<file path="src/rtl/sct_pkg.sv">
package sct_pkg;
  localparam int ADDR_CTRL = 0;
  localparam int ADDR_CNT  = 1;
  localparam int ADDR_FLAG = 2;
  localparam int ADDR_CHEN = 3;
  localparam int ADDR_CMP0 = 4;

  typedef struct packed {
    logic tick;
    logic cntLoad;
    logic flagClr;
  } strobe_t;
endpackage

</file>
<file path="src/rtl/sct_ctrl.sv">
module sct_ctrl
  import sct_pkg::*;
#(
  parameter int CW  = 32,
  parameter int PW  = 8,
  parameter int NCH = 4,
  parameter int AW  = 3
) (
  input  logic                    clk,
  input  logic                    rstN,
  input  logic                    dbgHalt,
  input  logic                    wrEn,
  input  logic [AW-1:0]           addr,
  input  logic                    enIn,
  input  logic                    frzIn,
  input  logic [PW-1:0]           pscIn,
  input  logic [NCH-1:0]          chEnIn,
  input  logic [CW-1:0]           count,
  input  logic [NCH-1:0]          flags,
  input  logic [NCH-1:0][CW-1:0]  cmpVal,
  output logic                    enBit,
  output logic                    freezeBit,
  output logic [NCH-1:0]          chEn,
  output logic [NCH-1:0]          cmpSel,
  output strobe_t                 strb,
  output logic [CW-1:0]           rdData
);
  logic [31:0]   addrW;
  logic [PW-1:0] psc;
  logic [PW-1:0] psCnt;
  logic          running;
  logic          wrapNow;

  assign addrW   = 32'(addr);
  assign running = enBit && !(freezeBit && dbgHalt);
  assign wrapNow = (psCnt >= psc);

  always_comb begin
    strb         = '0;
    strb.cntLoad = wrEn && (addrW == ADDR_CNT);
    strb.flagClr = wrEn && (addrW == ADDR_FLAG);
    strb.tick    = running && wrapNow && !strb.cntLoad;
    for (int i = 0; i < NCH; i++) begin
      cmpSel[i] = wrEn && (addrW == ADDR_CMP0 + i);
    end
  end

  always_ff @(posedge clk or negedge rstN) begin
    if (!rstN) begin
      enBit     <= 1'b0;
      freezeBit <= 1'b0;
      psc       <= '0;
      chEn      <= '0;
    end else if (wrEn) begin
      if (addrW == ADDR_CTRL) begin
        enBit     <= enIn;
        freezeBit <= frzIn;
        psc       <= pscIn;
      end
      if (addrW == ADDR_CHEN) chEn <= chEnIn;
    end
  end

  always_ff @(posedge clk or negedge rstN) begin
    if (!rstN)              psCnt <= '0;
    else if (strb.cntLoad)  psCnt <= '0;
    else if (running)       psCnt <= wrapNow ? '0 : psCnt + PW'(1);
  end

  always_comb begin
    rdData = '0;
    case (addrW)
      ADDR_CTRL: begin
        rdData[0]      = enBit;
        rdData[1]      = freezeBit;
        rdData[8 +: PW] = psc;
      end
      ADDR_CNT:  rdData = count;
      ADDR_FLAG: rdData[NCH-1:0] = flags;
      ADDR_CHEN: rdData[NCH-1:0] = chEn;
      default: begin
        for (int i = 0; i < NCH; i++) begin
          if (addrW == ADDR_CMP0 + i) rdData = cmpVal[i];
        end
      end
    endcase
  end
endmodule

</file>
<file path="src/rtl/sct_datapath.sv">
module sct_datapath
  import sct_pkg::*;
#(
  parameter int CW  = 32,
  parameter int NCH = 4
) (
  input  logic                    clk,
  input  logic                    rstN,
  input  strobe_t                 strb,
  input  logic [NCH-1:0]          cmpSel,
  input  logic [NCH-1:0]          chEn,
  input  logic [CW-1:0]           wrData,
  output logic [CW-1:0]           count,
  output logic [NCH-1:0]          flags,
  output logic [NCH-1:0][CW-1:0]  cmpVal,
  output logic [NCH-1:0]          irq
);
  logic [CW-1:0] countNext;

  assign countNext = count + CW'(1);

  always_ff @(posedge clk or negedge rstN) begin
    if (!rstN)             count <= '0;
    else if (strb.cntLoad) count <= wrData;
    else if (strb.tick)    count <= countNext;
  end

  for (genvar i = 0; i < NCH; i++) begin : g_chan
    logic hit;
    assign hit = strb.tick && chEn[i] && (countNext == cmpVal[i]);

    always_ff @(posedge clk or negedge rstN) begin
      if (!rstN)          cmpVal[i] <= '0;
      else if (cmpSel[i]) cmpVal[i] <= wrData;
    end

    always_ff @(posedge clk or negedge rstN) begin
      if (!rstN)                            flags[i] <= 1'b0;
      else if (hit)                         flags[i] <= 1'b1;
      else if (strb.flagClr && wrData[i])   flags[i] <= 1'b0;
    end

    assign irq[i] = flags[i] && chEn[i];
  end
endmodule

</file>
<file path="src/rtl/sys_cmp_timer.sv">
module sys_cmp_timer
  import sct_pkg::*;
#(
  parameter int CW  = 32,
  parameter int PW  = 8,
  parameter int NCH = 4,
  parameter int AW  = 3
) (
  input  logic            clk,
  input  logic            rstN,
  input  logic            dbgHalt,
  input  logic            wrEn,
  input  logic [AW-1:0]   addr,
  input  logic [CW-1:0]   wrData,
  output logic [CW-1:0]   rdData,
  output logic [NCH-1:0]  irq
);
  strobe_t                strb;
  logic                   enBit;
  logic                   freezeBit;
  logic [NCH-1:0]         chEn;
  logic [NCH-1:0]         cmpSel;
  logic [CW-1:0]          count;
  logic [NCH-1:0]         flags;
  logic [NCH-1:0][CW-1:0] cmpVal;

  sct_ctrl #(.CW(CW), .PW(PW), .NCH(NCH), .AW(AW)) ctrl_i (
    .clk(clk), .rstN(rstN), .dbgHalt(dbgHalt), .wrEn(wrEn), .addr(addr),
    .enIn(wrData[0]), .frzIn(wrData[1]), .pscIn(wrData[8 +: PW]),
    .chEnIn(wrData[NCH-1:0]), .count(count), .flags(flags), .cmpVal(cmpVal),
    .enBit(enBit), .freezeBit(freezeBit), .chEn(chEn), .cmpSel(cmpSel),
    .strb(strb), .rdData(rdData)
  );

  sct_datapath #(.CW(CW), .NCH(NCH)) dp_i (
    .clk(clk), .rstN(rstN), .strb(strb), .cmpSel(cmpSel), .chEn(chEn),
    .wrData(wrData), .count(count), .flags(flags), .cmpVal(cmpVal), .irq(irq)
  );
endmodule

</file>
<file path="config.mk">
export PLATFORM = sky130hd
export DESIGN_NAME = sys_cmp_timer
export DESIGN_NICKNAME = d
export VERILOG_FILES = /design/src/rtl/sct_pkg.sv /design/src/rtl/sct_ctrl.sv /design/src/rtl/sct_datapath.sv /design/src/rtl/sys_cmp_timer.sv
export SDC_FILE = /design/constraint.sdc
export NUM_CORES = 1
export LEC_CHECK = 0
export BUFFER_PORTS_ARGS = -buffer_cell sky130_fd_sc_hd__buf_4
export CAP_MARGIN = 5
export CORE_ASPECT_RATIO = 1.5
export CORE_MARGIN = 5
export CORE_UTILIZATION = 65
export DETAILED_ROUTE_END_ITERATION = 6
export GPL_ROUTABILITY_DRIVEN = 0
export PLACE_DENSITY = 0.82
export SYNTH_ARGS = -nofsm -noshare
export SYNTH_HDL_FRONTEND = slang
export SYNTH_SLANG_ARGS = --single-unit
</file>
<file path="constraint.sdc">
create_clock -name clk -period 7 [get_ports clk]
set_clock_uncertainty 0.15 [all_clocks]
set_input_delay 0.35 -clock clk [delete_from_list [all_inputs] [get_ports clk]]
set_output_delay 0.35 -clock clk [all_outputs]
set_load 0.005 [all_outputs]
</file>
[Yosys cells after proc, flatten, opt, wreduce, memory -nomap -nowiden]
Index checks and enable logic that the tools add are counted.
Widths: inputs -> output; s select.
Cells by class
  add/sub/neg operators: 2
  muxes and demuxes: 22
  equal/unequal tests: 11
  reductions and logical operators: 39
  $lt $le $gt $ge: 1
Operators with widths (count)
  $mux 32: 6
  $eq 32x32->1: 4
  $add 32x1->32 const B: 1
  $logic_not 32->1: 1
  $pmux 16 s2: 1
  $logic_and 1x1->1: 26
  $mux 8: 3
  $pmux 8 s3: 1
  $pmux 2 s4: 2
  $eq 3x3->1 const B: 4
  $reduce_bool 2->1: 6
  $add 8x1->8 const B: 1
  $ge 8x8->1: 1
  $mux 1: 8
  $pmux 4 s2: 1
  $eq 3x2->1 const B: 2
  $reduce_and 2->1: 2
  $eq 3x1->1 const B: 1
  $reduce_or 3->1: 1
  $logic_not 1->1: 2
  $reduce_or 2->1: 1
Storage, ports and cells
  output and inout bits: 36
  word-level logic and storage cells: 89
  register bits: 186
  input port bits: 39

[Logic depth before layout (Yosys ltp)]
  depth in word-level cells: 8
  gate-level depth with buffers: 12
  mapped depth without buffers: 10

[Modules after synthesis]
A second synthesis with hierarchy kept.
Unflattened totals
  cells, all modules: 1298
  area, all modules: 12607.1 µm²
By module, submodules not included
  sct_datapath: area an instance 9985.8 µm², sequential area each 4103.9 µm², cells an instance 992, instances 1
  sct_ctrl: area an instance 2621.3 µm², sequential area each 550.5 µm², cells an instance 306, instances 1

[Worst setup path before layout]
OpenSTA, ideal clock, no wires.
  path kind: reg2reg
  start: register dp_i.count[1]
  end: register dp_i.flags[3]
  setup slack: 3751 ps
  buffers on the path: 1
  required time: 6784 ps
  library setup time: 66 ps
  data arrival time: 3033 ps
  period minus slack after synthesis: 3249 ps
  cell stages (with the launch flop): 11
  cell sequence: dfrtp_1 -> ha_1 -> clkbuf_1 -> nand4_1 -> nor4_1 -> xor2_1 -> o21ai_0 -> o2111ai_1 -> or4_1 -> nor4_1 -> a31o_1
Between the ends
  cells in the longest elaborated chain, start to end: 4
  elaborated cells between the ends (all ways): 5
  those cells by class: add/sub (1); eq/ne (1); mux (1); reduce/logical (2)
RTL lines
  start, declared: RTL line sct_datapath.sv:13  | output logic [CW-1:0] count,
  start signal, assigned: RTL line sct_datapath.sv:24  | else if (strb.cntLoad) count <= wrData;
  start signal, assigned: RTL line sct_datapath.sv:25  | else if (strb.tick) count <= countNext;
  $add 32x1->32 (*): RTL line sct_datapath.sv:20  | assign countNext = count + CW'(1);
  $eq 32x32->1 (*): RTL line sct_datapath.sv:30  | assign hit = strb.tick && chEn[i] && (countNext == cmpVal[i]);
  $logic_and 1x1->1 (*): RTL line sct_datapath.sv:30
  $mux 1 / $reduce_bool 2->1 (equally long branches)
  end signal, assigned by index: RTL line sct_datapath.sv:38  | if (!rstN) flags[i] <= 1'b0;
  end signal, assigned by index: RTL line sct_datapath.sv:39  | else if (hit) flags[i] <= 1'b1;
  end signal, assigned by index: RTL line sct_datapath.sv:40  | else if (strb.flagClr && wrData[i]) flags[i] <= 1'b0;
  end, declared: RTL line sct_datapath.sv:14  | output logic [NCH-1:0] flags,
Every way passes the cells marked *; elsewhere a longest branch is shown, timed or not.
A chain may end at the register's enable or synchronous reset.

[Worst setup path after layout]
  start: register dp_i.count[0]
  end: register dp_i.flags[0]
The elaborated chain is that of the path after synthesis.

==> metrics.txt <==
# TYPE chip_impl_metric gauge
chip_impl_info{name="outcome",value="complete, but fails checks"} 1
chip_impl_info{name="violations",value="design-rule violations"} 1
chip_impl_info{name="cts.root.buffer_cell",value="sky130_fd_sc_hd__clkbuf_16"} 1
chip_impl_metric{name="wl",unit="um"} 40100
chip_impl_metric{name="syn-num-nets",unit=""} 1263
chip_impl_metric{name="postCtsSetupBuffers",unit=""} 0
chip_impl_metric{name="place_inst",unit=""} 1467
chip_impl_info{name="crit_family",value="simple AND/OR/NAND/NOR gates"} 1
chip_impl_metric{name="timing.final.hold_violations",unit=""} 0
chip_impl_metric{name="antenna_cells",unit=""} 0
chip_impl_metric{name="setup_tns",unit="ps"} 0
chip_impl_info{name="layout.cells.most_common",value="sky130_fd_sc_hd__dfrtp_1"} 1
chip_impl_metric{name="ant_nets",unit=""} 0
chip_impl_metric{name="worstPathBufferInverterCount",unit=""} 0
chip_impl_metric{name="die_w",unit="um"} 123
chip_impl_metric{name="grt_antenna_before_repair",unit=""} 2
chip_impl_metric{name="avgViaCountPerCell",unit=""} 7.07
chip_impl_metric{name="core.rowCount",unit=""} 61
chip_impl_metric{name="yosys_register_bits",unit=""} 186
chip_impl_metric{name="timing.final.crit_period",unit="ps"} 4240
chip_impl_metric{name="period_share",unit=""} 0.605
chip_impl_metric{name="p_per_area",unit="mW/mm^2"} 290
chip_impl_metric{name="drt_drc_violations_left",unit=""} 87
chip_impl_metric{name="seqCellArea",unit="sq mm"} 0.00465
chip_impl_metric{name="post_cts_resize_count",unit=""} 0
chip_impl_metric{name="start_util",unit=""} 0.663
chip_impl_metric{name="ioPinCount",unit=""} 75
chip_impl_info{name="critical_path.cell_chain",value="ha_1, nand4_1, nor4_1, nand3_1, nand3b_1, nand4_1, nor3_1, nand4_1, o31ai_1"} 1
chip_impl_metric{name="max_freq",unit="MHz"} 236
chip_impl_info{name="crit_top_cell",value="sky130_fd_sc_hd__nand4_1"} 1
chip_impl_metric{name="holdWs",unit="ps"} 11.9
chip_impl_metric{name="via_count_of_the_first_global_routing_pass",unit=""} 10558
chip_impl_info{name="worstSetupEndpointType",value="flip-flop"} 1
chip_impl_metric{name="fill_cells",unit=""} 1384
chip_impl_metric{name="crit_fanout",unit=""} 11
chip_impl_metric{name="design.core.area",unit="sq mm"} 0.0186
chip_impl_metric{name="cp_data_required_time",unit="ps"} 7190
chip_impl_metric{name="finish.cell_count_without_fillers",unit=""} 1509
chip_impl_metric{name="placement.io_buffers",unit=""} 74
chip_impl_metric{name="finalSetupViolCount",unit=""} 0
chip_impl_metric{name="synth-async-reset-ratio",unit=""} 1.00
chip_impl_metric{name="layout_nets",unit=""} 1293
chip_impl_metric{name="dp_hpwl",unit="um"} 28200
chip_impl_metric{name="drt_iter0_drc",unit=""} 1987
chip_impl_metric{name="multi_input_area",unit="sq mm"} 0.00727
chip_impl_metric{name="max_slew_margin",unit=""} 0.0887
chip_impl_info{name="synth_top_flop_cell",value="sky130_fd_sc_hd__dfrtp_1"} 1
chip_impl_metric{name="ctsHtreeMaxLevel",unit=""} 4
chip_impl_metric{name="mappedNetlistArea",unit="sq mm"} 0.0123
chip_impl_metric{name="cp_slowest_stage_delay",unit="ps"} 950
chip_impl_metric{name="timing_worst_slew_pin_value",unit="ps"} 1360
chip_impl_info{name="crit_slowest_cell",value="sky130_fd_sc_hd__nor4_1"} 1
chip_impl_metric{name="fp.dieArea",unit="sq mm"} 0.0219
chip_impl_metric{name="cap_viol_max_count",unit=""} 0
chip_impl_metric{name="globalRouteOverflowTotal",unit=""} 0
chip_impl_metric{name="path_clk_slew",unit="ps"} 70
chip_impl_info{name="cts_tree",value="yes"} 1
chip_impl_metric{name="cts_hold_repair.buffers",unit=""} 10
chip_impl_metric{name="finalMaxSlewViolations",unit=""} 0
chip_impl_metric{name="synthCells",unit=""} 1214
chip_impl_metric{name="grt_max_degree",unit=""} 109
chip_impl_metric{name="clock_tree.buffer_depth",unit=""} 2
chip_impl_metric{name="layout-area-overhead-vs-synth",unit="%"} 10.1
chip_impl_metric{name="postSynthAreaPerCell",unit="sq um"} 10.2
chip_impl_metric{name="final_layout_size_suffix_gt1_frac",unit=""} 0.236
chip_impl_metric{name="power.ir.vdd_worst",unit="mV"} 0.153
chip_impl_metric{name="synth_top_cell_area_share",unit=""} 0.377
chip_impl_metric{name="cts_buf_count",unit=""} 17
chip_impl_metric{name="clock_sinks",unit=""} 186
chip_impl_info{name="hold_path.class",value="input port to flip-flop"} 1
chip_impl_info{name="rsz0062_at_grt",value="no"} 1
chip_impl_metric{name="die_height",unit="um"} 179
chip_impl_info{name="library_cell_with_the_largest_summed_area_after_synthesis",value="sky130_fd_sc_hd__dfrtp_1"} 1
chip_impl_info{name="worstSetupStartpointType",value="flip-flop"} 1
chip_impl_info{name="mostFrequentLayoutCells",value="sky130_fd_sc_hd__dfrtp_1 (186), sky130_fd_sc_hd__mux2_2 (139), sky130_fd_sc_hd__nand2_1 (117)"} 1
chip_impl_metric{name="routedWlPerCell",unit="um"} 26.6
chip_impl_metric{name="worstSkewPairLatency",unit="ps"} 440
chip_impl_metric{name="vias",unit=""} 10671
chip_impl_info{name="synth.top_cells.by_area",value="sky130_fd_sc_hd__dfrtp_1 (38%), sky130_fd_sc_hd__mux2_2 (13%), sky130_fd_sc_hd__xnor2_1 (6.3%)"} 1
chip_impl_metric{name="synth-edff-count",unit=""} 0
chip_impl_metric{name="first_pass_grt_wire_length",unit="um"} 61700
chip_impl_metric{name="synth.lib_cells_used.distinct",unit=""} 70
chip_impl_metric{name="critical_path_arrival",unit="ps"} 4430
chip_impl_metric{name="leakage",unit="nW"} 5.36
chip_impl_info{name="worst-setup-path-type",value="flip-flop to flip-flop"} 1
chip_impl_metric{name="gr-usage-all-layers",unit=""} 0.379
chip_impl_metric{name="ys_warn_count",unit=""} 0
chip_impl_metric{name="synth_sequential_area_ratio",unit=""} 0.377
chip_impl_metric{name="total_power",unit="W"} 0.00394
chip_impl_metric{name="drt_pass1_iterations",unit=""} 7
state kept, by name, summed over array words and instances, names as in the netlist:
register	flops
dp_i.count	32
ctrl_i.psCnt	8
dp_i.cmpVal	128
ctrl_i.freezeBit	1
ctrl_i.enBit	1
dp_i.flags	4
ctrl_i.psc	8
ctrl_i.chEn	4
worst min-delay path, stage by stage:
cell	delay, ps
sky130_fd_sc_hd__buf_4	100
sky130_fd_sc_hd__nand2_1	50
sky130_fd_sc_hd__o21ai_0	60
cell usage after synthesis, drive strengths merged, types with 3 or more instances:
| cell | count |
|---|---|
| nand4b | 3 |
| inv | 20 |
| nor2b | 9 |
| nand2b | 7 |
| dfrtp | 186 |
| mux4 | 34 |
| nor3b | 9 |
| mux2i | 12 |
| or3 | 7 |
| a21o | 4 |
| nand4 | 30 |
| a21boi | 4 |
| nand3 | 37 |
| buf | 19 |
| nor4 | 22 |
| a211oi | 9 |
| o31ai | 8 |
| a2111oi | 8 |
| nor2 | 43 |
| nor3 | 23 |
| a31oi | 3 |
| mux2 | 139 |
| or4 | 6 |
| nand3b | 10 |
| xor2 | 65 |
| and3 | 19 |
| o211ai | 10 |
| and4 | 5 |
| o21ai | 80 |
| and2 | 7 |
| ha | 10 |
| a22oi | 4 |
| clkbuf | 65 |
| o22ai | 4 |
| a22o | 20 |
| nand2 | 117 |
| o2111ai | 7 |
| xnor2 | 90 |
| a311oi | 3 |
| a21oi | 29 |
logic make-up after synthesis:
| logic type | after synthesis | share of synthesized area |
|---|---|---|
| and+or+nand+nor | 359 | 0.151 |
| AOI/OAI and AO/OA | 214 | 0.114 |
| DFF | 186 | 0.377 |
| muxes | 185 | 0.199 |
| xor gates and xnor gates | 156 | 0.113 |
| buffers and inverters | 104 | 0.0357 |
| adders and majority gates | 10 | 0.0101 |
power breakdown:
group / total, W / internal [W] / switching (W)
Combinational: 0.00131 / 0.000642 / 0.000671
Sequential: 0.00171 / 0.00130 / 0.000410
Clock: 0.000919 / 0.000486 / 0.000433
path summary, 6_finish.rpt:
path / depth (start not counted) / to / startpoint / slack, ps
min in group asynchronous: 2 / ctrl_i.psCnt[7] / rstN / 420
worst min-delay path: 3 / dp_i.count[20] / wrData[20] / 10
max in group asynchronous: 3 / dp_i.cmpVal[34] / rstN / 4730
worst min register to register: 1 / dp_i.cmpVal[124] / dp_i.cmpVal[124] / 400
worst max register to register: 9 / dp_i.flags[0] / dp_i.count[0] / 2760
worst max-delay path: 9 / dp_i.flags[0] / dp_i.count[0] / 2760
cell type report:
type / count / area share
clock buffers: 23 / 0.0352
inverters: 20 / 0.00552
multi-input cells: 924 / 0.534
flip-flops and latches: 186 / 0.342
well taps: 252 / 0.0232
clock inverters: 9 / 0.00460
repair buffers: 95 / 0.0548
per-layer routing:
metal,GRT usage,vias up,routed length (um)
met1,0.448,5150,13600
met2,0.615,751,19300
li1,-,4516,-
met4,0.241,2,3260
met5,0,-,16
met3,0.0925,252,3970
per-stage QoR:
stage / worst slack [ps] / area [sq um] / utilization
after detailed placement: 3040 / 13000 / 0.696
after global routing: 2610 / 13600 / 0.730
after global placement: 3130 / 13000 / 0.696
after CTS: 3010 / 13600 / 0.730
final: 2760 / 13600 / 0.730
after floorplan: 3750 / 12300 / -
Note: power is estimated with default switching activity, not from simulation.
